[src/rtl/cfg_rd_pkg.sv]
package cfg_rd_pkg;
  typedef enum logic [0:0] {ST_IDLE = 1'b0, ST_WAIT = 1'b1} rd_state_e;

  // attempts made so far (after the first) against the retry cap
  function automatic logic retries_spent(input int unsigned used, input int unsigned cap);
    return used >= cap;
  endfunction

  // counter step that stops at its ceiling
  function automatic int unsigned step_sat(input int unsigned cur, input int unsigned ceil);
    return (cur >= ceil) ? ceil : cur + 1;
  endfunction
endpackage

[src/rtl/cfg_link_gate.sv]
module cfg_link_gate #(
  parameter int unsigned SETTLE_CYC = 20
) (
  input  logic clk,
  input  logic rst_n,
  input  logic link_up_n,
  output logic link_ok
);
  import cfg_rd_pkg::*;
  localparam int unsigned CW = $clog2(SETTLE_CYC + 1);

  logic [CW-1:0] hold_cnt;

  always_ff @(posedge clk) begin
    if (!rst_n || link_up_n) hold_cnt <= '0;
    else                     hold_cnt <= CW'(step_sat(int'(hold_cnt), SETTLE_CYC));
  end

  assign link_ok = !link_up_n && (hold_cnt == CW'(SETTLE_CYC));

  // a dropped link closes the gate on the following cycle
  a_r7_gate_clears: assert property (@(posedge clk) disable iff (!rst_n)
    link_up_n |=> !link_ok);
  // once open, the gate stays open while the link holds
  a_r2_gate_holds: assert property (@(posedge clk) disable iff (!rst_n)
    (link_ok && !link_up_n) |=> (link_ok || link_up_n));
endmodule

[src/rtl/cfg_rd_timer.sv]
module cfg_rd_timer #(
  parameter int unsigned TIMEOUT_CYC = 10
) (
  input  logic clk,
  input  logic rst_n,
  input  logic restart,
  input  logic run,
  output logic expired
);
  localparam int unsigned TW = (TIMEOUT_CYC < 2) ? 1 : $clog2(TIMEOUT_CYC);

  logic [TW-1:0] win_cnt;

  assign expired = (win_cnt == TW'(TIMEOUT_CYC - 1));

  always_ff @(posedge clk) begin
    if (!rst_n || restart)   win_cnt <= '0;
    else if (run && !expired) win_cnt <= win_cnt + 1'b1;
  end

  // the window only advances while a read is waiting
  a_r5_window_idle: assert property (@(posedge clk) disable iff (!rst_n)
    (!run && !restart) |=> $stable(win_cnt));
endmodule

[src/rtl/cfg_rd_requester.sv]
module cfg_rd_requester #(
  parameter int unsigned ADDR_W      = 10,
  parameter int unsigned DATA_W      = 32,
  parameter int unsigned SETTLE_CYC  = 20,
  parameter int unsigned TIMEOUT_CYC = 10,
  parameter int unsigned MAX_RETRY   = 3
) (
  input  logic              clk,
  input  logic              rst_n,
  input  logic              link_up_n,
  input  logic              req_valid,
  input  logic [ADDR_W-1:0] req_addr,
  output logic              req_ready,
  output logic              rsp_valid,
  output logic              rsp_err,
  output logic [ADDR_W-1:0] rsp_addr,
  output logic [DATA_W-1:0] rsp_data,
  output logic              cfg_rd_n,
  output logic [ADDR_W-1:0] cfg_addr,
  input  logic              cfg_done_n,
  input  logic [DATA_W-1:0] cfg_rdata
);
  import cfg_rd_pkg::*;
  localparam int unsigned RW = $clog2(MAX_RETRY + 1) < 1 ? 1 : $clog2(MAX_RETRY + 1);

  rd_state_e         state;
  logic [ADDR_W-1:0] addr_q;
  logic [RW-1:0]     tries_q;
  logic              rd_n_q, rsp_valid_q, rsp_err_q;
  logic [DATA_W-1:0] rsp_data_q;

  // named internal events
  logic link_ok_w, win_expired_w;
  logic ev_issue, ev_done, ev_expire, ev_retry, ev_giveup, ev_abort, ev_finish;

  cfg_link_gate #(.SETTLE_CYC(SETTLE_CYC)) u_gate (
    .clk(clk), .rst_n(rst_n), .link_up_n(link_up_n), .link_ok(link_ok_w));

  cfg_rd_timer #(.TIMEOUT_CYC(TIMEOUT_CYC)) u_timer (
    .clk(clk), .rst_n(rst_n), .restart(ev_issue || ev_retry),
    .run(state == ST_WAIT), .expired(win_expired_w));

  assign req_ready = (state == ST_IDLE) && link_ok_w;
  assign ev_issue  = req_valid && req_ready;
  assign ev_abort  = (state == ST_WAIT) && link_up_n;
  assign ev_done   = (state == ST_WAIT) && !link_up_n && !cfg_done_n;
  assign ev_expire = (state == ST_WAIT) && !link_up_n && cfg_done_n && win_expired_w;
  assign ev_giveup = ev_expire && retries_spent(int'(tries_q), MAX_RETRY);
  assign ev_retry  = ev_expire && !ev_giveup;
  assign ev_finish = ev_done || ev_giveup || ev_abort;

  always_ff @(posedge clk) begin
    if (!rst_n) begin
      state       <= ST_IDLE;
      addr_q      <= '0;
      tries_q     <= '0;
      rd_n_q      <= 1'b1;
      rsp_valid_q <= 1'b0;
      rsp_err_q   <= 1'b0;
      rsp_data_q  <= '0;
    end else begin
      rd_n_q      <= !(ev_issue || ev_retry);
      rsp_valid_q <= ev_finish;
      if (ev_finish) begin
        rsp_err_q  <= !ev_done;
        rsp_data_q <= ev_done ? cfg_rdata : '0;
      end
      if (ev_issue) begin
        state   <= ST_WAIT;
        addr_q  <= req_addr;
        tries_q <= '0;
      end else if (ev_finish) begin
        state <= ST_IDLE;
      end else if (ev_retry) begin
        tries_q <= tries_q + 1'b1;
      end
    end
  end

  assign cfg_rd_n  = rd_n_q;
  assign cfg_addr  = addr_q;
  assign rsp_valid = rsp_valid_q;
  assign rsp_err   = rsp_err_q;
  assign rsp_addr  = addr_q;
  assign rsp_data  = rsp_data_q;

  // the strobe never lasts two cycles
  a_r3_strobe_single: assert property (@(posedge clk) disable iff (!rst_n)
    !cfg_rd_n |=> cfg_rd_n);
  // a strobe only follows a cycle in which the settled gate was open
  a_r2_strobe_gated: assert property (@(posedge clk) disable iff (!rst_n)
    !cfg_rd_n |-> $past(link_ok_w));
  // an accepted command closes the command side
  a_r8_one_outstanding: assert property (@(posedge clk) disable iff (!rst_n)
    (req_valid && req_ready) |=> !req_ready);
  // a good response needs a done on the previous edge
  a_r4_ok_needs_done: assert property (@(posedge clk) disable iff (!rst_n)
    (rsp_valid && !rsp_err) |-> $past(!cfg_done_n));
  // link loss while waiting yields an error response
  a_r7_abort_reports: assert property (@(posedge clk) disable iff (!rst_n)
    ((state == ST_WAIT) && link_up_n) |=> (rsp_valid && rsp_err));
  // the sideband address is held while a read waits
  a_r3_addr_hold: assert property (@(posedge clk) disable iff (!rst_n)
    ((state == ST_WAIT) && $past(state == ST_WAIT)) |-> $stable(cfg_addr));
endmodule

[config.mk]
export PLATFORM = sky130hd
export DESIGN_NAME = cfg_rd_requester
export DESIGN_NICKNAME = d
export VERILOG_FILES = /design/src/rtl/cfg_rd_pkg.sv /design/src/rtl/cfg_link_gate.sv /design/src/rtl/cfg_rd_timer.sv /design/src/rtl/cfg_rd_requester.sv
export SDC_FILE = /design/constraint.sdc
export NUM_CORES = 1
export LEC_CHECK = 0
export BUFFER_PORTS_ARGS = -buffer_cell sky130_fd_sc_hd__buf_2
export CORE_MARGIN = 1.5
export CORE_UTILIZATION = 42
export DETAILED_ROUTE_END_ITERATION = 8
export GPL_TIMING_DRIVEN = 0
export PLACE_DENSITY_LB_ADDON = 0.2
export SLEW_MARGIN = 0
export SYNTH_ARGS = -nofsm -noshare
export SYNTH_HDL_FRONTEND = slang
export SYNTH_SLANG_ARGS = --single-unit
[constraint.sdc]
create_clock -name clk -period 1.4 [get_ports clk]
set_input_delay 0.21 -clock clk [delete_from_list [all_inputs] [get_ports clk]]
set_output_delay 0.21 -clock clk [all_outputs]
set_load 0.02 [all_outputs]
==> results.txt <==
The core box area is 5140 um2. TritonCTS built the clock tree. In this run, synthesis inferred 0 flip-flops with an integrated enable. The final clock period utilization by the worst path came out at 1.09.

Across the VDD grid, the largest voltage drop is 808 uV. The fraction of registers with async set/reset came out at 0. The hold-critical path depth is 2. In this run the tightest slew margin relative to its limit is 0.747.

The root cell of the clock tree is sky130_fd_sc_hd__clkbuf_8. The number of iterations in the first detailed-routing pass is 4. After detailed routing, the number of vias per cell comes to 4.92.

The number of pins exceeding their max-slew limit in the final report was 0. The required time of the worst setup path is roughly 1200 ps. The worst flop-to-flop path startpoint is tries_q[0]. The fraction of layout instances using a drive strength above 1 is 0.546. The overall overflow remaining after global route came out at 0. The later-pin clock latency in the skew report is 320 ps. The total of buffers placed on input and output ports is 102. The number of fill cells came out at 458. From bottom edge to top edge, the die measures ~76 um. The data arrival time of the critical path is 1310 ps. For the pin with the worst max-slew slack, the measured transition is approximately 380 ps. After clock tree synthesis, the clock-pin slew on the worst setup and hold paths is around 70 ps. The worst-case reg-to-reg path depth is 5. In this run the remaining antenna-violating nets after routing total 0.

The largest net degree at the start of global routing is 11. The number of H-tree levels is 3. STA classifies the critical path endpoint as a primary output. In this run the most critical hold path is launched from cfg_rdata[11].

The antenna diode count is 0. The post-layout total power came out at about 3.4 mW. The starting density of the core is 0.438.

The width of the chip came out at 76.2 um. Dividing total power by cell area gives a power density of 1040 nW/um2. The synthesized area per cell is 10.8 um2.

The worst setup path is of the flop to primary output kind. After detailed routing, the number of remaining DRC violations is 0. The maximum clock insertion buffer count came out at 2. Clock tree synthesis found a total of 57 sinks. The checks that failed: setup timing. The number of cell rows is 26. For this block, the routed nets add up to approximately 5300 um of wire.

Leaving out fill and tap cells, the most frequent cell in the layout is sky130_fd_sc_hd__buf_2. The final-report setup violation count is 19. Setup slack on the critical path of the routed design comes to -124 ps. The run finished, with violations left. During synthesis, Yosys emitted a total of 0 warnings. The worst clock skew on the final layout is 6.24 ps. The global routing usage summed across all routing layers came out at 0.184. The via count of the first global-routing pass is around 1.9k.

STA classifies the critical path startpoint as a flop. After legalization and detailed placement, the total HPWL measured 3590 um. The hold slack came out at between 90 and 100 ps. The register-to-register setup slack is -20 ps. In the layout the commonest cells are sky130_fd_sc_hd__buf_2 (102), sky130_fd_sc_hd__dfxtp_1 (47), sky130_fd_sc_hd__a22o_1 (30).

The via count of the routed design is between 2k and 2.5k. The top-level port count came out at about 100. The weighted congestion reported at the end of routability-driven placement came out at 0.726. The number of nets in the synthesized netlist came out at 261. The worst register-to-register path ends at rsp_data[3].

The floorplan step defined a die boundary enclosing between 5000 and 6000 um2. The post-detailed-route wirelength per cell is 13.1 um. The instance count of the mapped netlist came out at 209. Setup repair after global routing could not meet its margin everywhere. The wire length of the first global-routing pass came out at 8630 um. The final hold violation count is 0. The leakage dissipation is around 1.6 nW. The endpoint of the worst hold path is rsp_data[11].

The number of antenna violations at the first check in global routing was 0. Buffers inserted to repair hold after CTS numbered 0. The max-cap violation count came out at 0. Among all flip-flop cells after synthesis, the most frequent one is sky130_fd_sc_hd__dfxtp_1. The maximum fanout encountered on the critical timing path came out at 2. The sequential area share after synthesis came out at 0.507.

The CTS buffer count is 9. Counting distinct cell types in the post-synthesis netlist gives 42. The clock period minus worst slack came out at 1520 ps. The area growth from synthesis to layout is 46.0%.

In this run, synthesis produced a sequential element count of 57. The net count of the finished layout is just under 400. For this block, the initial DRC count from the detailed router was 64. The path class of the tightest hold or removal check is input port to flop. The achievable clock frequency came out at ~0.66 GHz. The cell area after synthesis came out at approximately 2300 um2. At the end of the flow the core is filled with cells to 0.639.
## flip-flops by register name, summed over array words and instances (netlist names)
register	count
cfg_addr	10
state	1
cfg_rd_n	1
tries_q	2
u_timer.win_cnt	4
rsp_data	32
rsp_valid	1
rsp_err	1
u_gate.hold_cnt	5
## power breakdown
group	switching (mW)	leakage [nW]	internal (mW)
clock network	0.643	0.109	0.985
registers	0.00302	0.465	1.62
logic	0.0825	1.00	0.0911
total	0.728	1.57	2.70
## area by class of cell
type	instances	area, um2	share of cell area
Sequential cell	57	1160	0.353
Multi-Input combinational cell	124	1010	0.308
Timing Repair Buffer	113	599	0.182
Buffer	22	195	0.0594
Clock buffer	9	124	0.0377
Tap cell	70	87.6	0.0266
Clock inverter	6	83.8	0.0255
Inverter	6	22.5	0.00685
## stage by stage
step,std cells,TNS (ps),setup WS [ps],instance area (um2)
after floorplan,209,0,7.50,2260
after global placement,381,-3410,-119,2860
after detailed placement,381,-3880,-136,2860
after CTS,400,-179,-179,3160
after global routing,407,-1940,-173,3290
final,407,-328,-124,3290
## worst max path at each step
stage / from / to / slack (ps) / depth (start not counted)
after floorplan: u_timer.win_cnt[0] / rsp_data[0] / 8 / 5
after global placement: u_timer.win_cnt[0] / rsp_data[18] / -120 / 5
after detailed placement: u_timer.win_cnt[0] / rsp_data[18] / -140 / 5
after CTS: state / req_ready / -180 / 4
after global routing: state / req_ready / -170 / 4
final: state / req_ready / -120 / 4
## synthesized netlist by cell type, types with 2 or more instances
library cell / number / area [um2]
sky130_fd_sc_hd__buf_4: 12 / 90.1
sky130_fd_sc_hd__or3_1: 3 / 18.8
sky130_fd_sc_hd__nand3b_1: 2 / 15.0
sky130_fd_sc_hd__xor2_1: 2 / 17.5
sky130_fd_sc_hd__nor2b_1: 3 / 18.8
sky130_fd_sc_hd__inv_1: 5 / 18.8
sky130_fd_sc_hd__nor3_1: 4 / 20.0
sky130_fd_sc_hd__nand2_1: 3 / 11.3
sky130_fd_sc_hd__nor2_1: 7 / 26.3
sky130_fd_sc_hd__clkbuf_1: 2 / 7.51
sky130_fd_sc_hd__a22o_1: 30 / 263
sky130_fd_sc_hd__ha_1: 5 / 62.6
sky130_fd_sc_hd__dfxtp_1: 57 / 1140
sky130_fd_sc_hd__nand3_1: 11 / 55.1
sky130_fd_sc_hd__a21boi_0: 3 / 22.5
sky130_fd_sc_hd__buf_2: 2 / 10.0
sky130_fd_sc_hd__buf_6: 5 / 56.3
sky130_fd_sc_hd__nand2b_1: 2 / 12.5
sky130_fd_sc_hd__a21oi_1: 6 / 30.0
sky130_fd_sc_hd__o21ai_0: 15 / 75.1
sky130_fd_sc_hd__a22o_2: 2 / 20.0
sky130_fd_sc_hd__nand4bb_1: 2 / 22.5
sky130_fd_sc_hd__a21boi_1: 7 / 52.6
## worst max-delay path: stages (launching register included)
cell	delay, ps
sky130_fd_sc_hd__dfxtp_2	320
sky130_fd_sc_hd__nand4bb_4	220
sky130_fd_sc_hd__buf_6	140
sky130_fd_sc_hd__nor3b_2	150
sky130_fd_sc_hd__buf_4	160
## per-layer routing
layer | track usage | routed length [um] | up-vias
met2 | 0.288 | 2420 | 60
li1 | - | - | 1012
met5 | 0 | 0 | -
met1 | 0.242 | 2540 | 921
met4 | 0.0778 | 73 | 0
met3 | 0.0455 | 308 | 8
## kinds of logic (layout without fill, tap and decap cells)
| logic type | after synthesis | in the layout | share of synthesized area |
|---|---|---|---|
| compound gates | 71 | 71 | 0.240 |
| flops | 57 | 57 | 0.507 |
| simple gates | 45 | 45 | 0.125 |
| buf+inv | 28 | 156 | 0.0889 |
| fa+ha+maj | 5 | 5 | 0.0278 |
| xor+xnor | 2 | 2 | 0.00778 |
| mux | 1 | 1 | 0.00445 |
## what timing repair did
item / CTS / global route
pin swaps: 4 / 9
endpoints found under the setup margin: 49 / 44
buffers inserted: 4 / 6
cloned: 0 / 1
resized for setup: 21 / 26
Note: power is estimated with default switching activity, not from simulation.
